$ cat config.mk
export PLATFORM = sky130hd
export DESIGN_NAME = burst_mem_responder
export DESIGN_NICKNAME = d
export VERILOG_FILES = /design/src/rtl/burst_mem_responder.sv
export SDC_FILE = /design/constraint.sdc
export NUM_CORES = 2
export LEC_CHECK = 0
export BUFFER_PORTS_ARGS = -buffer_cell sky130_fd_sc_hd__buf_2
export CAP_MARGIN = 30
export CORE_MARGIN = 10
export CORE_UTILIZATION = 35
export CTS_CLUSTER_SIZE = 25
export DETAILED_ROUTE_END_ITERATION = 16
export PLACE_DENSITY = 0.46
export RECOVER_POWER = 25
export SKIP_LAST_GASP = 1
export SYNTH_ARGS = -nofsm -noshare
export SYNTH_HDL_FRONTEND = slang
export SYNTH_SLANG_ARGS = --single-unit
$ cat constraint.sdc
create_clock -name clk -period 3.95 [get_ports clk]
set_input_delay 0.395 -clock clk [delete_from_list [all_inputs] [get_ports clk]]
set_output_delay 0.395 -clock clk [all_outputs]
set_load 0.02 [all_outputs]
$ cat src/rtl/burst_mem_responder.sv
module burst_mem_responder #(
  parameter int DEV_W       = 16,
  parameter int RATE        = 2,
  parameter int ADDR_W      = 6,
  parameter int RD_LAT      = 4,
  parameter int INIT_CYCLES = 16,
  parameter bit STALL_EN    = 1'b1,
  parameter logic [15:0] LFSR_SEED = 16'hACE1
) (
  input  logic                       clk,
  input  logic                       rst_n,
  output logic                       init_done,
  output logic                       ready,
  input  logic                       wr_req,
  input  logic                       rd_req,
  input  logic                       burst_begin,
  input  logic [ADDR_W-1:0]          addr,
  input  logic [1:0]                 size,
  input  logic [DEV_W*RATE-1:0]      wdata,
  input  logic [DEV_W*RATE/8-1:0]    be,
  output logic [DEV_W*RATE-1:0]      rdata,
  output logic                       rdata_valid,
  output logic                       proto_err
);
  localparam int WORD_W = DEV_W * RATE;
  localparam int BE_W   = WORD_W / 8;
  localparam int DEPTH  = 1 << ADDR_W;
  localparam int CNT_W  = $clog2(INIT_CYCLES + 1);

  logic [CNT_W-1:0]  init_cnt;
  logic [15:0]       lfsr;
  logic              wr_open;
  logic [ADDR_W-1:0] wr_next;
  logic              rd_pend;
  logic [ADDR_W-1:0] rd_pend_addr;
  logic [WORD_W-1:0] mem [DEPTH];
  logic [RD_LAT-1:0] pv;
  logic [WORD_W-1:0] pd [RD_LAT];

  wire stall  = STALL_EN && (lfsr[1:0] == 2'b00);
  assign ready = init_done && !stall && !rd_pend;

  wire two     = (size == 2'd2);
  wire wr_acc  = ready && wr_req && !rd_req;
  wire wr_beat = wr_acc && (wr_open || burst_begin);
  wire [ADDR_W-1:0] wr_addr = wr_open ? wr_next : addr;
  wire rd_acc  = ready && rd_req && !wr_req && !wr_open;
  wire ins_v   = rd_acc || rd_pend;
  wire [ADDR_W-1:0] ins_a = rd_pend ? rd_pend_addr : addr;

  assign rdata_valid = pv[RD_LAT-1];
  assign rdata       = pd[RD_LAT-1];

  always_ff @(posedge clk or negedge rst_n) begin
    if (!rst_n) begin
      init_cnt  <= '0;
      init_done <= 1'b0;
    end else if (!init_done) begin
      init_cnt  <= init_cnt + CNT_W'(1);
      init_done <= (init_cnt == CNT_W'(INIT_CYCLES - 1));
    end
  end

  always_ff @(posedge clk or negedge rst_n) begin
    if (!rst_n) lfsr <= LFSR_SEED;
    else        lfsr <= {lfsr[14:0], lfsr[15] ^ lfsr[13] ^ lfsr[12] ^ lfsr[10]};
  end

  always_ff @(posedge clk or negedge rst_n) begin
    if (!rst_n) begin
      wr_open <= 1'b0;
      wr_next <= '0;
    end else if (wr_beat) begin
      if (wr_open) begin
        wr_open <= 1'b0;
      end else if (two) begin
        wr_open <= 1'b1;
        wr_next <= addr + ADDR_W'(1);
      end
    end
  end

  always_ff @(posedge clk) begin
    if (wr_beat)
      for (int b = 0; b < BE_W; b++)
        if (be[b]) mem[wr_addr][8*b +: 8] <= wdata[8*b +: 8];
  end

  always_ff @(posedge clk or negedge rst_n) begin
    if (!rst_n) begin
      rd_pend      <= 1'b0;
      rd_pend_addr <= '0;
      pv           <= '0;
      proto_err    <= 1'b0;
    end else begin
      rd_pend   <= rd_acc && two;
      if (rd_acc) rd_pend_addr <= addr + ADDR_W'(1);
      pv        <= {pv[RD_LAT-2:0], ins_v};
      proto_err <= init_done && rd_req && wr_req;
    end
  end

  always_ff @(posedge clk) begin
    pd[0] <= mem[ins_a];
    for (int i = 1; i < RD_LAT; i++) pd[i] <= pd[i-1];
  end
endmodule


### Word-level counts from Yosys, hierarchy flattened

Memory sizes are Yosys's and may differ from the RTL's.
Cells that the tools add are included.

| storage, ports and cells | value |
|---|---|
| bits in registers | 41 |
| bits in latches | 0 |
| RAM bits | 2176 |
| ROM bits | 0 |
| bits of input ports | 49 |
| logic and storage cells | 56 |
| memories kept | 2 |

Memories:

| memory | depth | bits a word | rd ports | clocked after memory_dff | write ports | RTL line | text |
|---|---|---|---|---|---|---|---|
| mem | 64 | 32 | 1 | 0 | 1 | 36 | `logic [WORD_W-1:0] mem [DEPTH];` |
| pd | 4 | 32 | 4 | 0 | 4 | 38 | `logic [WORD_W-1:0] pd [RD_LAT];` |

| cells by class | value |
|---|---|
| $add $sub $neg | 2 |
| multipliers | 0 |
| divide/modulo/power cells | 0 |
| $lt $le $gt $ge | 0 |
| equal/unequal tests | 2 |
| shift-type cells | 0 |
| muxes and demuxes | 17 |
| bitwise operators | 4 |
| reduce and logical (&&, ||, !) cells | 20 |

Operators with widths:

| operator | count |
|---|---|
| two-way mux 1 bit | 15 |
| two-way mux 6 bit | 2 |
| logical AND 1 bit | 11 |
| adder 6 x 1 -> 6 bit, second input constant | 1 |
| adder 5 x 1 -> 5 bit, second input constant | 1 |
| == test 5 x 4 -> 1 bit, second input constant | 1 |
| zero test 1 bit | 5 |
| AND reduction 3 bit | 1 |
| bitwise XOR 1 bit | 3 |
| == test 2 bit, second input constant | 1 |
| zero test 2 bit | 1 |
| logical OR 1 bit | 2 |
| NOT 1 bit | 1 |

### Depth between registers and ports, before layout

| depth | value |
|---|---|
| word-level depth | 9 |
| mapped depth | 12 |

### Least setup slack after synthesis

OpenSTA, ideal clock, no wires.

| timing path | value |
|---|---|
| path type | flip-flop to flip-flop |
| from | register rd_pend |
| to | memory mem[39][16] (netlist name) (enable) |
| library setup time | 0.370 ns |
| arrival time | 2.396 ns |
| required time | 3.580 ns |
| slack | 1.184 ns |
| cell stages (with the launch flop) | 13 |
| buffers on the path | 5 |
| path through | dfrtp_1 buf_6 buf_8 buf_8 inv_4 o211ai_1 nor3b_1 inv_2 nor2_4 nand2_1 buf_2 buf_2 nor2_1 |

| on the way | value |
|---|---|
| longest elaborated chain between the ends | 7 |

RTL lines:

| what | RTL line | text |
|---|---|---|
| start: declaration | 34 | `logic rd_pend;` |
| start signal: assignment | 96 | `rd_pend <= rd_acc && two;` |
| zero test 1 bit | 41 | `assign ready = init_done && !stall && !rd_pend;` |
| logical AND 1 bit | 41 |  |
| logical AND 1 bit (2 in series) | 44 | `wire wr_acc = ready && wr_req && !rd_req;` |
| logical AND 1 bit | 45 | `wire wr_beat = wr_acc && (wr_open \|\| burst_begin);` |
| two-way mux 1 bit | 84 | `if (wr_beat)` |
| two-way mux 1 bit (not written as such) | 86 | `if (be[b]) mem[wr_addr][8*b +: 8] <= wdata[8*b +: 8];` |
| end: declaration | 36 |  |

Every way passes these cells.

==> flow_summary.ini <==
[status]
result_of_the_run = complete, but fails checks
violations = capacitance limit, slew limit

[drt]
postRouteAntennaNets = 0
met1Wirelength_um = 158000
first_pass_iters = 9
detail_route.iter0.violations = 8369
highest_metal_layer_with_signal_wires = met5
met2WireLength_um = 169000
met3_wirelength_um = 34600
route.detailed.vias_per_inst = 6.05
dr_total_vias = 66500
wire_per_inst_um = 34.5
drc = 0
finalWirelength_um = 379000

[synth]
syn_area_mm2 = 0.0912
synthesis.instances = 6947
number_of_flops_mapped_to_enable_cells_by_yosys = 2048
post_synthesis_mean_instance_area_um2 = 13.1
ys.flop_type = edfxtp_1
synth_async_sr_flop_share = 0.0185
synth_top_area_cell = edfxtp_1
synth_top_area_share = 0.674
synth.top_cells.by_area = edfxtp_1 67%, a21oi_1 4.3%, nor2_1 3.3%, dfxtp_1 2.8%, o21ai_0 2.8%
yosysWarnings = 0
ys_seq_elements = 2217
synthDistinctLibCells = 110
seq_area_frac_synth = 0.714
mappedNetlistNets = 6999

[setup_path]
reg2regPathDepth = 10
critical_path.max_fanout = 27
cp-end-kind = flip-flop
worst-setup-path-type = flip-flop to flip-flop
worst_ep_arrival_time_ns = 4.66
crit_required_ns = 4.75
worst_setup_path_start_kind = flip-flop

[timing]
timing.final.crit_share = 0.977
setup_violations = 0
skew_ns = 0.0477
slew_headroom = -0.855
holdWs_ns = 0.0818
tightestPinTransition_ns = 2.78
grt_setup_unrepaired = false
timing.setup.tns_ns = 0
hold_viol_final = 0
period_minus_slack_ns = 3.86
final_max_slew_violation_count = 803
fmax_ghz = 0.259

[layout]
post-route-util = 0.413
final.fill_count = 23900
nNetsFinal = 7427
syn_to_final_growth_pct = 17.5
fin_area_mm2 = 0.107
fraction_of_layout_instances_using_a_drive_strength_above_1 = 0.148

[power]
power.total_mw = 52.6
ir_worst_vdd_v = 0.000409
power_density_mw_per_mm2 = 491
leakage_nw = 35.0

[cts]
later_pin_clock_latency_in_the_skew_report_ns = 0.91
path_clk_slew_ns = 0.07
tritoncts = built
clock_sink_count = 2217
cts-root-buf = clkbuf_16
cts-htree-levels = 4
buffers_from_clock_root_to_sink_at_most = 3
tritoncts.num_buffers = 233
postCtsSetupBuffers = 0

[placement]
place.port_buffers = 84
gpl.final_weighted_congestion = 0.909
hpwl_um = 245000
detailed_place.area_mm2 = 0.0992

[min_path]
worst_min_delay_path_category = input pin to flip-flop
min_path_cells = 4

[floorplanning]
std_cell_rows = 187
die_width_um = 531
initial_core_util = 0.352
fp.dieArea_mm2 = 0.281
core_area_mm2 = 0.259
ioPinCount = 85
die_height_um = 531

[grt]
pin_count_of_the_biggest_net_entering_global_routing = 152
first_global_vias = 62300
overflow = 0
globalRouteTotalUtil = 0.260
grt_pass1_wl_um = 520000
grt_antenna_before_repair = 38

[flow_run]
max-cap-violations = 23
## power breakdown
| part | total [mW] | internal (mW) | switching [mW] | leakage (nW) |
|---|---|---|---|---|
| logic | 3.99 | 1.04 | 2.95 | 11.2 |
| registers | 26.0 | 25.8 | 0.157 | 20.0 |
| clock network | 22.6 | 13.0 | 9.64 | 3.85 |
## final cells by class
type                            count  area, um^2  share of cell area
Sequential cell                  2217       65100               0.607
Inverter                           19        93.8            0.000875
Antenna cell                       19        47.5            0.000443
Clock buffer                      318        6560              0.0612
Timing Repair Buffer              742        6340              0.0591
Tap cell                         3402        4260              0.0397
Clock inverter                    120        1320              0.0123
Multi-Input combinational cell   4162       23500               0.219
## through the flow
step                cells  setup WS [ns]
floorplan            6947           1.18
detailed placement  10500       -0.00695
CTS                 11000          0.164
global route        11000         0.0744
finish              11000         0.0919
global placement    10500        0.00559
## critical path, stage by stage, from the launching register on
cell and delay (ns):
dfrtp_4 0.72, nand3_4 0.38, nand2_4 0.53, buf_12 0.30
buf_4 0.30, buf_4 0.19, a2bb2oi_1 0.15, o211ai_1 0.10
a21oi_1 0.42, o32a_1 0.46, mux2i_1 0.11
## cell families after synthesis
logic type	count (synthesis)	synth area share
AO/OA/AOI/OAI	2513	0.177
flip-flops	2217	0.714
AND/OR/NAND/NOR	1606	0.0729
buffers and inverters	568	0.0311
multiplexers	30	0.00418
XOR/XNOR	10	0.000960
adder cells (fa/ha/maj)	3	0.000412
## cell usage in the layout (no fill, tap or decap), types with 22 or more instances in the layout
| cell | n |
|---|---|
| clkbuf_1 | 91 |
| nor2_1 | 802 |
| clkinv_1 | 44 |
| dfrtp_1 | 30 |
| clkbuf_16 | 239 |
| nor3_1 | 35 |
| buf_12 | 70 |
| a31oi_1 | 80 |
| o32ai_1 | 38 |
| nand3_1 | 79 |
| o21bai_1 | 39 |
| o211ai_1 | 159 |
| o22ai_1 | 70 |
| nand2_1 | 530 |
| a21oi_1 | 777 |
| o2111ai_1 | 66 |
| a211oi_1 | 300 |
| a32oi_1 | 22 |
| clkbuf_8 | 29 |
| a2bb2oi_1 | 55 |
| a22oi_1 | 32 |
| edfxtp_1 | 2048 |
| buf_4 | 550 |
| dfxtp_1 | 128 |
| o221ai_1 | 58 |
| clkinv_2 | 36 |
| a21o_1 | 81 |
| o21ai_0 | 505 |
| a221oi_1 | 29 |
| buf_2 | 51 |
## cell usage after synthesis, drive strengths merged (14+ instances only)
library cell / number
a21oi: 783
a221oi: 29
a311oi: 14
dfxtp: 128
nor2: 810
o21bai: 39
nor3: 36
o311ai: 19
o211ai: 159
and2: 17
o2111ai: 66
buf: 392
edfxtp: 2048
inv: 18
clkbuf: 157
o21ai: 513
nand2: 541
o22ai: 72
a211o: 19
nor4: 15
a211oi: 301
a31oi: 80
nand3: 80
a21o: 82
a32oi: 22
mux2: 16
nand2b: 21
o32ai: 39
a22o: 23
a22oi: 33
nand4: 20
o221ai: 58
a2bb2oi: 55
dfrtp: 33
a221o: 18
## timing repair
action	CTS	global route
resized for setup	1	1
pin swaps	0	0
hold buffers	21	0
hold endpoints to repair	223	0
endpoints found under the setup margin	1	1
gates cloned	0	0
## state kept, by name (all words and copies together), names as in the netlist
signal / flops
init_cnt: 5
init_done: 1
lfsr: 16
mem: 2048
pd: 128
proto_err: 1
pv: 4
rd_pend: 1
rd_pend_addr: 6
wr_next: 6
wr_open: 1
## worst paths after layout
path / from / endpoint / slack [ns]
max in group asynchronous: rst_n / rd_pend_addr[0] / 1.66
setup reg to reg: rd_pend / pd[0][6] / 0.09
hold reg to reg: pd[2][7] / pd[3][7] / 0.30
min in group asynchronous: rst_n / lfsr[13] / 0.26
hold / removal: size[0] / wr_next[1] / 0.08
setup / recovery: rd_pend / pd[0][6] / 0.09
## metal layers
layer  track usage  vias to the layer above
met5             0                        -
met2         0.399                     3709
met3        0.0533                      732
met4         0.108                       20
li1              -                    27900
met1         0.361                    34200
No activity file was read; power rests on OpenSTA's default activity.
